`src/rtl/pmc_pkg.sv`:
```
package pmc_pkg;
   typedef enum logic [2:0] {
      M_STARTUP = 3'd0,
      M_NORMAL  = 3'd1,
      M_STANDBY = 3'd2,
      M_SLEEP   = 3'd3,
      M_FLASH   = 3'd4
   } pmc_mode_e;

   localparam int CODE_W = 4;
   localparam logic [CODE_W-1:0] CMD_NORMAL  = 4'h1;
   localparam logic [CODE_W-1:0] CMD_STANDBY = 4'h2;
   localparam logic [CODE_W-1:0] CMD_SLEEP   = 4'h3;

   localparam int N_WAKE   = 4;
   localparam int WK_WDOG  = 0;
   localparam int WK_BUS   = 1;
   localparam int WK_CURR  = 2;
   localparam int WK_PIN   = 3;

   localparam logic [2:0] SRC_POR  = 3'd0;
   localparam logic [2:0] SRC_WDOG = 3'd1;
   localparam logic [2:0] SRC_TMO  = 3'd2;
   localparam logic [2:0] SRC_BUS  = 3'd3;
   localparam logic [2:0] SRC_PIN  = 3'd4;
   localparam logic [2:0] SRC_CURR = 3'd5;
   localparam logic [2:0] SRC_OVL  = 3'd6;
endpackage

```
`src/rtl/pmc_pin_edge.sv`:
```
module pmc_pin_edge #(
   parameter int STAGES = 2
) (
   input  logic clk,
   input  logic rst_n,
   input  logic pin,
   output logic fall
);
   if (STAGES < 2) begin : g_bad_stages
      $error("pmc_pin_edge: STAGES must be at least 2");
   end

   logic [STAGES-1:0] sync_q;
   logic              last_q;

   for (genvar g = 0; g < STAGES; g++) begin : g_sync
      if (g == 0) begin : g_first
         always_ff @(posedge clk or negedge rst_n) begin
            if (!rst_n) sync_q[0] <= 1'b1;
            else        sync_q[0] <= pin;
         end
      end else begin : g_next
         always_ff @(posedge clk or negedge rst_n) begin
            if (!rst_n) sync_q[g] <= 1'b1;
            else        sync_q[g] <= sync_q[g-1];
         end
      end
   end

   always_ff @(posedge clk or negedge rst_n) begin
      if (!rst_n) last_q <= 1'b1;
      else        last_q <= sync_q[STAGES-1];
   end

   assign fall = last_q & ~sync_q[STAGES-1];
endmodule

```
`src/rtl/pmc_irq_timer.sv`:
```
module pmc_irq_timer #(
   parameter int IRQ_TMO = 200
) (
   input  logic clk,
   input  logic rst_n,
   input  logic set,
   input  logic clr,
   input  logic flush,
   output logic pending,
   output logic expire
);
   localparam int CW = $clog2(IRQ_TMO + 1);

   if (IRQ_TMO < 2) begin : g_bad_tmo
      $error("pmc_irq_timer: IRQ_TMO must be at least 2");
   end

   logic [CW-1:0] cnt_q;
   logic          pend_q;

   always_ff @(posedge clk or negedge rst_n) begin
      if (!rst_n) begin
         pend_q <= 1'b0;
         cnt_q  <= '0;
      end else if (flush) begin
         pend_q <= 1'b0;
         cnt_q  <= '0;
      end else if (set) begin
         pend_q <= 1'b1;
         cnt_q  <= CW'(IRQ_TMO - 1);
      end else if (clr) begin
         pend_q <= 1'b0;
         cnt_q  <= '0;
      end else if (pend_q && cnt_q != '0) begin
         cnt_q  <= cnt_q - 1'b1;
      end
   end

   assign pending = pend_q;
   assign expire  = pend_q && (cnt_q == '0);
endmodule

```
`src/rtl/pmc_flash_seq.sv`:
```
module pmc_flash_seq #(
   parameter int              CODE_W = 4,
   parameter logic [CODE_W-1:0] KEY_A = 4'hA,
   parameter logic [CODE_W-1:0] KEY_B = 4'h5,
   parameter logic [CODE_W-1:0] KEY_C = 4'hC
) (
   input  logic              clk,
   input  logic              rst_n,
   input  logic              en,
   input  logic              wr,
   input  logic [CODE_W-1:0] code,
   input  logic              win_ok,
   output logic              go
);
   localparam int NSTEP = 3;
   localparam int SW    = $clog2(NSTEP);

   if (KEY_A == KEY_B || KEY_B == KEY_C || KEY_A == KEY_C) begin : g_bad_keys
      $error("pmc_flash_seq: sequence keys must differ");
   end

   logic [SW-1:0]     step_q;
   logic [CODE_W-1:0] want;
   logic              hit;

   always_comb begin
      case (step_q)
         SW'(0):  want = KEY_A;
         SW'(1):  want = KEY_B;
         default: want = KEY_C;
      endcase
   end

   assign hit = en && wr && win_ok && (code == want);
   assign go  = hit && (step_q == SW'(NSTEP - 1));

   always_ff @(posedge clk or negedge rst_n) begin
      if (!rst_n)                 step_q <= '0;
      else if (!en)               step_q <= '0;
      else if (wr) begin
         if (hit && !go)          step_q <= step_q + 1'b1;
         else                     step_q <= '0;
      end
   end
endmodule

```
`src/rtl/pwr_mode_ctrl.sv`:
```
module pwr_mode_ctrl
   import pmc_pkg::*;
#(
   parameter int              RST_LEN     = 16,
   parameter int              IRQ_TMO     = 200,
   parameter int              SYNC_STAGES = 2,
   parameter logic [3:0]      FLASH_A     = 4'hA,
   parameter logic [3:0]      FLASH_B     = 4'h5,
   parameter logic [3:0]      FLASH_C     = 4'hC
) (
   input  logic       clk,
   input  logic       rst_n,
   input  logic       wr_mode,
   input  logic [3:0] wr_code,
   input  logic       irq_rd,
   input  logic [3:0] wake_as_reset,
   input  logic [1:0] aux_mode,
   input  logic       wd_overflow,
   input  logic       wd_win_ok,
   input  logic       bus_act,
   input  logic       wake_pin,
   input  logic       icc_wake,
   input  logic       aux_ovl,
   output logic       rstn_out,
   output logic       v1_en,
   output logic       inh_oe,
   output logic       irq,
   output logic [2:0] mode,
   output logic [2:0] rst_src
);
   localparam int RCW = $clog2(RST_LEN + 1);

   if (RST_LEN < 1) begin : g_bad_rst_len
      $error("pwr_mode_ctrl: RST_LEN must be at least 1");
   end
   if (FLASH_A <= CMD_SLEEP || FLASH_B <= CMD_SLEEP || FLASH_C <= CMD_SLEEP) begin : g_bad_flash_key
      $error("pwr_mode_ctrl: flash keys must not collide with mode commands");
   end

   pmc_mode_e  mode_q, mode_d;
   logic [RCW-1:0] rcnt_q;
   logic [2:0] src_q, src_d;
   logic       go_start;
   logic       pin_fall;
   logic       irq_pend, irq_exp, irq_set, tmr_flush;
   logic       flash_go;
   logic       released;
   logic [N_WAKE-1:0] wk_ev;

   pmc_pin_edge #(.STAGES(SYNC_STAGES)) u_pin (
      .clk  (clk),
      .rst_n(rst_n),
      .pin  (wake_pin),
      .fall (pin_fall)
   );

   pmc_flash_seq #(.CODE_W(CODE_W), .KEY_A(FLASH_A), .KEY_B(FLASH_B), .KEY_C(FLASH_C)) u_seq (
      .clk   (clk),
      .rst_n (rst_n),
      .en    (mode_q == M_NORMAL),
      .wr    (wr_mode),
      .code  (wr_code),
      .win_ok(wd_win_ok),
      .go    (flash_go)
   );

   pmc_irq_timer #(.IRQ_TMO(IRQ_TMO)) u_tmr (
      .clk    (clk),
      .rst_n  (rst_n),
      .set    (irq_set),
      .clr    (irq_rd),
      .flush  (tmr_flush),
      .pending(irq_pend),
      .expire (irq_exp)
   );

   assign released = (rcnt_q == '0);

   always_comb begin
      wk_ev          = '0;
      wk_ev[WK_WDOG] = wd_overflow;
      wk_ev[WK_BUS]  = bus_act;
      wk_ev[WK_CURR] = icc_wake;
      wk_ev[WK_PIN]  = pin_fall;
   end

   always_comb begin
      mode_d   = mode_q;
      src_d    = src_q;
      go_start = 1'b0;
      irq_set  = 1'b0;
      case (mode_q)
         M_STARTUP: begin
            if (released && wr_mode) begin
               if (wr_code == CMD_NORMAL)       mode_d = M_NORMAL;
               else if (wr_code == CMD_STANDBY) mode_d = M_STANDBY;
            end
         end
         M_NORMAL: begin
            if (irq_exp)          begin go_start = 1'b1; src_d = SRC_TMO;  end
            else if (wd_overflow) begin go_start = 1'b1; src_d = SRC_WDOG; end
            else if (flash_go)    mode_d = M_FLASH;
            else if (wr_mode) begin
               if (wr_code == CMD_STANDBY)    mode_d = M_STANDBY;
               else if (wr_code == CMD_SLEEP) mode_d = M_SLEEP;
            end
         end
         M_FLASH: begin
            if (irq_exp)          begin go_start = 1'b1; src_d = SRC_TMO;  end
            else if (wd_overflow) begin go_start = 1'b1; src_d = SRC_WDOG; end
            else if (wr_mode && wr_code == CMD_NORMAL) mode_d = M_NORMAL;
         end
         M_STANDBY: begin
            if (irq_exp) begin go_start = 1'b1; src_d = SRC_TMO; end
            else if (wk_ev[WK_WDOG] && wake_as_reset[WK_WDOG]) begin go_start = 1'b1; src_d = SRC_WDOG; end
            else if (wk_ev[WK_BUS]  && wake_as_reset[WK_BUS])  begin go_start = 1'b1; src_d = SRC_BUS;  end
            else if (wk_ev[WK_PIN]  && wake_as_reset[WK_PIN])  begin go_start = 1'b1; src_d = SRC_PIN;  end
            else if (wk_ev[WK_CURR] && wake_as_reset[WK_CURR]) begin go_start = 1'b1; src_d = SRC_CURR; end
            else begin
               irq_set = |(wk_ev & ~wake_as_reset);
               if (wr_mode) begin
                  if (wr_code == CMD_NORMAL)     mode_d = M_NORMAL;
                  else if (wr_code == CMD_SLEEP) mode_d = M_SLEEP;
               end
            end
         end
         M_SLEEP: begin
            if (wd_overflow)                   begin go_start = 1'b1; src_d = SRC_WDOG; end
            else if (bus_act)                  begin go_start = 1'b1; src_d = SRC_BUS;  end
            else if (pin_fall)                 begin go_start = 1'b1; src_d = SRC_PIN;  end
            else if (aux_ovl && aux_mode != 2'd0) begin go_start = 1'b1; src_d = SRC_OVL; end
         end
         default: begin go_start = 1'b1; src_d = SRC_POR; end
      endcase
      if (go_start) mode_d = M_STARTUP;
   end

   assign tmr_flush = go_start || (mode_d == M_SLEEP && mode_q != M_SLEEP);

   always_ff @(posedge clk or negedge rst_n) begin
      if (!rst_n) begin
         mode_q <= M_STARTUP;
         src_q  <= SRC_POR;
         rcnt_q <= RCW'(RST_LEN);
      end else begin
         mode_q <= mode_d;
         src_q  <= src_d;
         if (go_start)       rcnt_q <= RCW'(RST_LEN);
         else if (!released) rcnt_q <= rcnt_q - 1'b1;
      end
   end

   assign rstn_out = (mode_q != M_SLEEP) && released;
   assign v1_en    = (mode_q != M_SLEEP);
   assign inh_oe   = (mode_q != M_SLEEP);
   assign irq      = irq_pend;
   assign mode     = mode_q;
   assign rst_src  = src_q;
endmodule

```
`config.mk`:
```
export PLATFORM = sky130hd
export DESIGN_NAME = pwr_mode_ctrl
export DESIGN_NICKNAME = d
export VERILOG_FILES = /design/src/rtl/pmc_pkg.sv /design/src/rtl/pmc_pin_edge.sv /design/src/rtl/pmc_irq_timer.sv /design/src/rtl/pmc_flash_seq.sv /design/src/rtl/pwr_mode_ctrl.sv
export SDC_FILE = /design/constraint.sdc
export NUM_CORES = 1
export LEC_CHECK = 0
export BUFFER_PORTS_ARGS = -buffer_cell sky130_fd_sc_hd__buf_2
export CORE_MARGIN = 1.5
export CORE_UTILIZATION = 55
export DETAILED_ROUTE_END_ITERATION = 12
export HOLD_SLACK_MARGIN = 0.1
export MAX_ROUTING_LAYER = met4
export PLACE_DENSITY_LB_ADDON = 0.3
export SLEW_MARGIN = 20
export SYNTH_ARGS = -nofsm -noshare
export SYNTH_HDL_FRONTEND = slang
export SYNTH_SLANG_ARGS = --single-unit
```
`constraint.sdc`:
```
create_clock -name clk -period 6.7 [get_ports clk]
set_clock_uncertainty 0.2 [all_clocks]
set_input_delay 0.335 -clock clk [delete_from_list [all_inputs] [get_ports clk]]
set_output_delay 0.335 -clock clk [all_outputs]
set_load 0.1 [all_outputs]
```
==> summary.txt <==
Clock tree
  • Clk Latency, worst-skew pair: 0.33 ns
  • Clk pin slew, worst setup/hold paths: 0.15 ns
  • Cts bufs inserted: 3
  • Clock buffer depth: 2
  • CTS tree: yes
  • Htree depth: 1
  • Root buffer cell: clkbuf_4
  • # clock sinks: 25

GRT
  • GR Overflow Total: 0
  • Global-route wire length before repair: 6370 µm
  • Total track usage: 0.237
  • Vias in the first global route: 1436
  • Largest net degree at the start of global routing: 26
  • Initial antenna violation count: 0

Critical path
  • Crit path kind: register to output port
  • Critical Path AT: 2.32 ns
  • Critical path peak fanout: 8
  • Reg-to-reg startpoint: u_tmr.cnt_q[3]
  • Crit. End Element: output port
  • Reg2Reg Depth: 5
  • Reg2reg setup slack: 4.01 ns
  • FF-to-FF End: u_tmr.pending
  • Required time worst endpoint: 6.16 ns
  • CP Launch Type: register

Timing
  • FMAX: 0.351 GHz
  • Clock period minus worst slack: 2.85 ns
  • Final setup viols: 0
  • Period utilisation layout: 0.426
  • Final hold vios: 0
  • RSZ-0062 raised after global routing: false
  • Max transition margin: 0.492
  • Final slew viol count: 0
  • Tightest Pin Transition: 0.756 ns
  • TNS Setup: 0 ns

Synthesis
  • Mapped Nets: 228
  • Yosys reg bits: 25
  • Post-synth EDFFs: 0
  • Cell with the most instances after synthesis: dfrtp_1
  • Leading area contributor after synthesis: dfrtp_1
  • Async SR Flop Fraction: 1.00
  • Synth top cells by count: dfrtp_1 (21), nor2_1 (16), nand2_1 (15), inv_1 (14), o21ai_0 (12)
  • Syn_area_per_cell: 9.08 µm²
  • Mux cell area share after synthesis: 0.0226
  • Xor/xnor share of the synthesized area: 0.0480
  • Synth Flop Type: dfrtp_1
  • Synth cell types: 59
  • Adder-Cell Fraction of Synth Area: 0.0480
  • Post-synthesis sequential area ratio: 0.346
  • Ys Warns: 0
  • Top cells by area, synth: dfrtp_1 (29%), dfstp_2 (5.8%), ha_1 (4.8%)
  • Area share of the largest cell type after synthesis: 0.288
  • Cell count after synthesis: 201
  • Simple-gate area share of the yosys netlist: 0.245
  • Post-Synthesis Cell Area: 0.00182 mm²
  • Largest family of logic cells by synthesized area: simple AND/OR/NAND/NOR gates
  • Synth Area in Compound Gates: 0.239

Finish
  • Final Instance Area: 0.00203 mm²
  • N_diodes: 0
  • Layout Area Growth over Synthesis: 11.5%
  • Fillers: 256
  • Share of layout cells above drive strength 1: 0.232
  • Nets: 256

Floorplanning
  • Core region area: 0.00310 mm²
  • Boundary pin count: 30
  • Die area: 0.00367 mm²
  • Die Span Y: 60.6 µm
  • Die width: 60.6 µm
  • Starting Density: 0.588
  • Row cnt: 20

Placement
  • Gpl congestion: 0.952
  • PortBufs: 29
  • Placed instance area: 0.00198 mm²
  • Post-detail-place hpwl: 2800 µm

Flow run
  • Max Cap Viol: 0

Routing
  • Initial DRC count: 95
  • Vias per cell: 5.83
  • First-pass iteration count of the detailed router: 5
  • Routed len/inst: 14.0 µm
  • # DRC: 0
  • Final Routed Wirelength: 3810 µm
  • Antenna-violating nets left: 0
  • Vias: 1585

Power and ir drop
  • Worst vdd ir: 210 µV
  • Power, Total: 808 µW
  • LEAKAGE: 0.000852 µW
  • Pwr Density: 397 mW/mm²

Min path
  • Hold Path Origin: wr_mode
  • Min-Delay Path Class: input pin to register
  • Min-Delay Endpoint: u_seq.step_q[0]
  • Hold Crit Depth: 4

Outcome
  • Status: finished clean
[cells by family (layout without fill, tap and decap cells)]
logic type / Yosys count / in the layout
AO/OA/AOI/OAI: 59 / 59
buffers and inverters: 22 / 49
multiplexers: 4 / 4
AND/OR/NAND/NOR: 74 / 74
flip-flops: 25 / 25
adder cells (fa/ha/maj): 7 / 7
XOR/XNOR: 10 / 10
[cell type report]
| type | instances | area [µm²] | share of cell area |
|---|---|---|---|
| Sequential cell | 25 | 631 | 0.310 |
| Inverter | 14 | 52.6 | 0.0258 |
| Timing Repair Buffer | 31 | 165 | 0.0812 |
| Clock buffer | 3 | 22.5 | 0.0111 |
| Tap cell | 44 | 55.1 | 0.0271 |
| Clock inverter | 1 | 8.76 | 0.00431 |
| Multi-Input combinational cell | 154 | 1100 | 0.540 |
[worst max path at each step]
stage	cells past startpoint	slack, ns	startpoint	endpoint
final	5	3.85	rcnt_q[0]	rstn_out
after global routing	5	3.69	rcnt_q[0]	rstn_out
after CTS	5	3.83	rcnt_q[0]	rstn_out
after detailed placement	5	4.03	u_tmr.cnt_q[3]	u_tmr.cnt_q[4]
after global placement	5	4.13	u_tmr.cnt_q[3]	u_tmr.cnt_q[0]
after floorplan	3	3.44	mode[2]	rstn_out
[power by group]
part / internal [µW] / switching (µW)
sequential: 197 / 53.1
combinational: 146 / 337
clock: 24.4 / 50.3
total: 367 / 440
[stage by stage]
step	util	hold slack [ns]	instances	setup WS [ns]
after floorplan	-	-0.161	201	3.44
after global placement	0.639	0.152	266	4.13
after detailed placement	0.639	0.149	266	4.03
after CTS	0.655	0.126	272	3.83
after global routing	0.655	0.146	272	3.69
final	0.655	0.144	272	3.85
[placed cells by master, fill, tap and decap left out, types with 2 or more instances in the layout]
| master | count |
|---|---|
| a211oi_1 | 9 |
| a21oi_1 | 11 |
| a22oi_1 | 2 |
| and3b_1 | 2 |
| buf_2 | 29 |
| clkbuf_4 | 3 |
| dfrtp_1 | 21 |
| dfstp_2 | 4 |
| dlygate4sd3_1 | 2 |
| ha_1 | 7 |
| inv_1 | 14 |
| mux2i_1 | 3 |
| nand2_1 | 15 |
| nand2b_1 | 2 |
| nand3_1 | 2 |
| nand3b_1 | 2 |
| nor2_1 | 16 |
| nor2b_1 | 4 |
| nor3_1 | 4 |
| nor3b_1 | 5 |
| o211ai_1 | 4 |
| o21ai_0 | 12 |
| o311ai_2 | 2 |
| o31ai_1 | 3 |
| or2_2 | 2 |
| or3_1 | 4 |
| or4_1 | 3 |
| or4_4 | 2 |
| or4b_2 | 2 |
| xnor2_1 | 5 |
| xor2_1 | 5 |
[timing repair]
item | 4_1_cts | 5_1_grt
resized for setup | 0 | 0
setup buffers | 0 | 0
hold buffers | 2 | 0
endpoints found under the hold margin | 22 | 0
[sequential cells by signal, summed over array words and instances, names as in the netlist]
| register | cells |
|---|---|
| mode | 3 |
| rcnt_q | 5 |
| rst_src | 3 |
| u_pin.last_q | 1 |
| u_pin.sync_q | 2 |
| u_seq.step_q | 2 |
| u_tmr.cnt_q | 8 |
| u_tmr.pending | 1 |
[worst max-delay path, cell delays in order (launching register included)]
cell and delay, ns:
dfrtp_1 0.43, inv_1 0.06, ha_1 0.19, or4b_2 0.72, nor2_1 0.14, buf_2 0.44
[metal layers]
layer / wire length (µm) / global-route usage / part of all wire / vias to the layer above
met5: 0 / - / 0 / -
met3: 224 / 0.0640 / 0.059 / 2
met1: 1870 / 0.311 / 0.49 / 738
met4: 20 / 0.0466 / 0.0052 / 0
li1: - / - / - / 796
met2: 1700 / 0.372 / 0.45 / 49
Power figures use the tool's default switching activity.
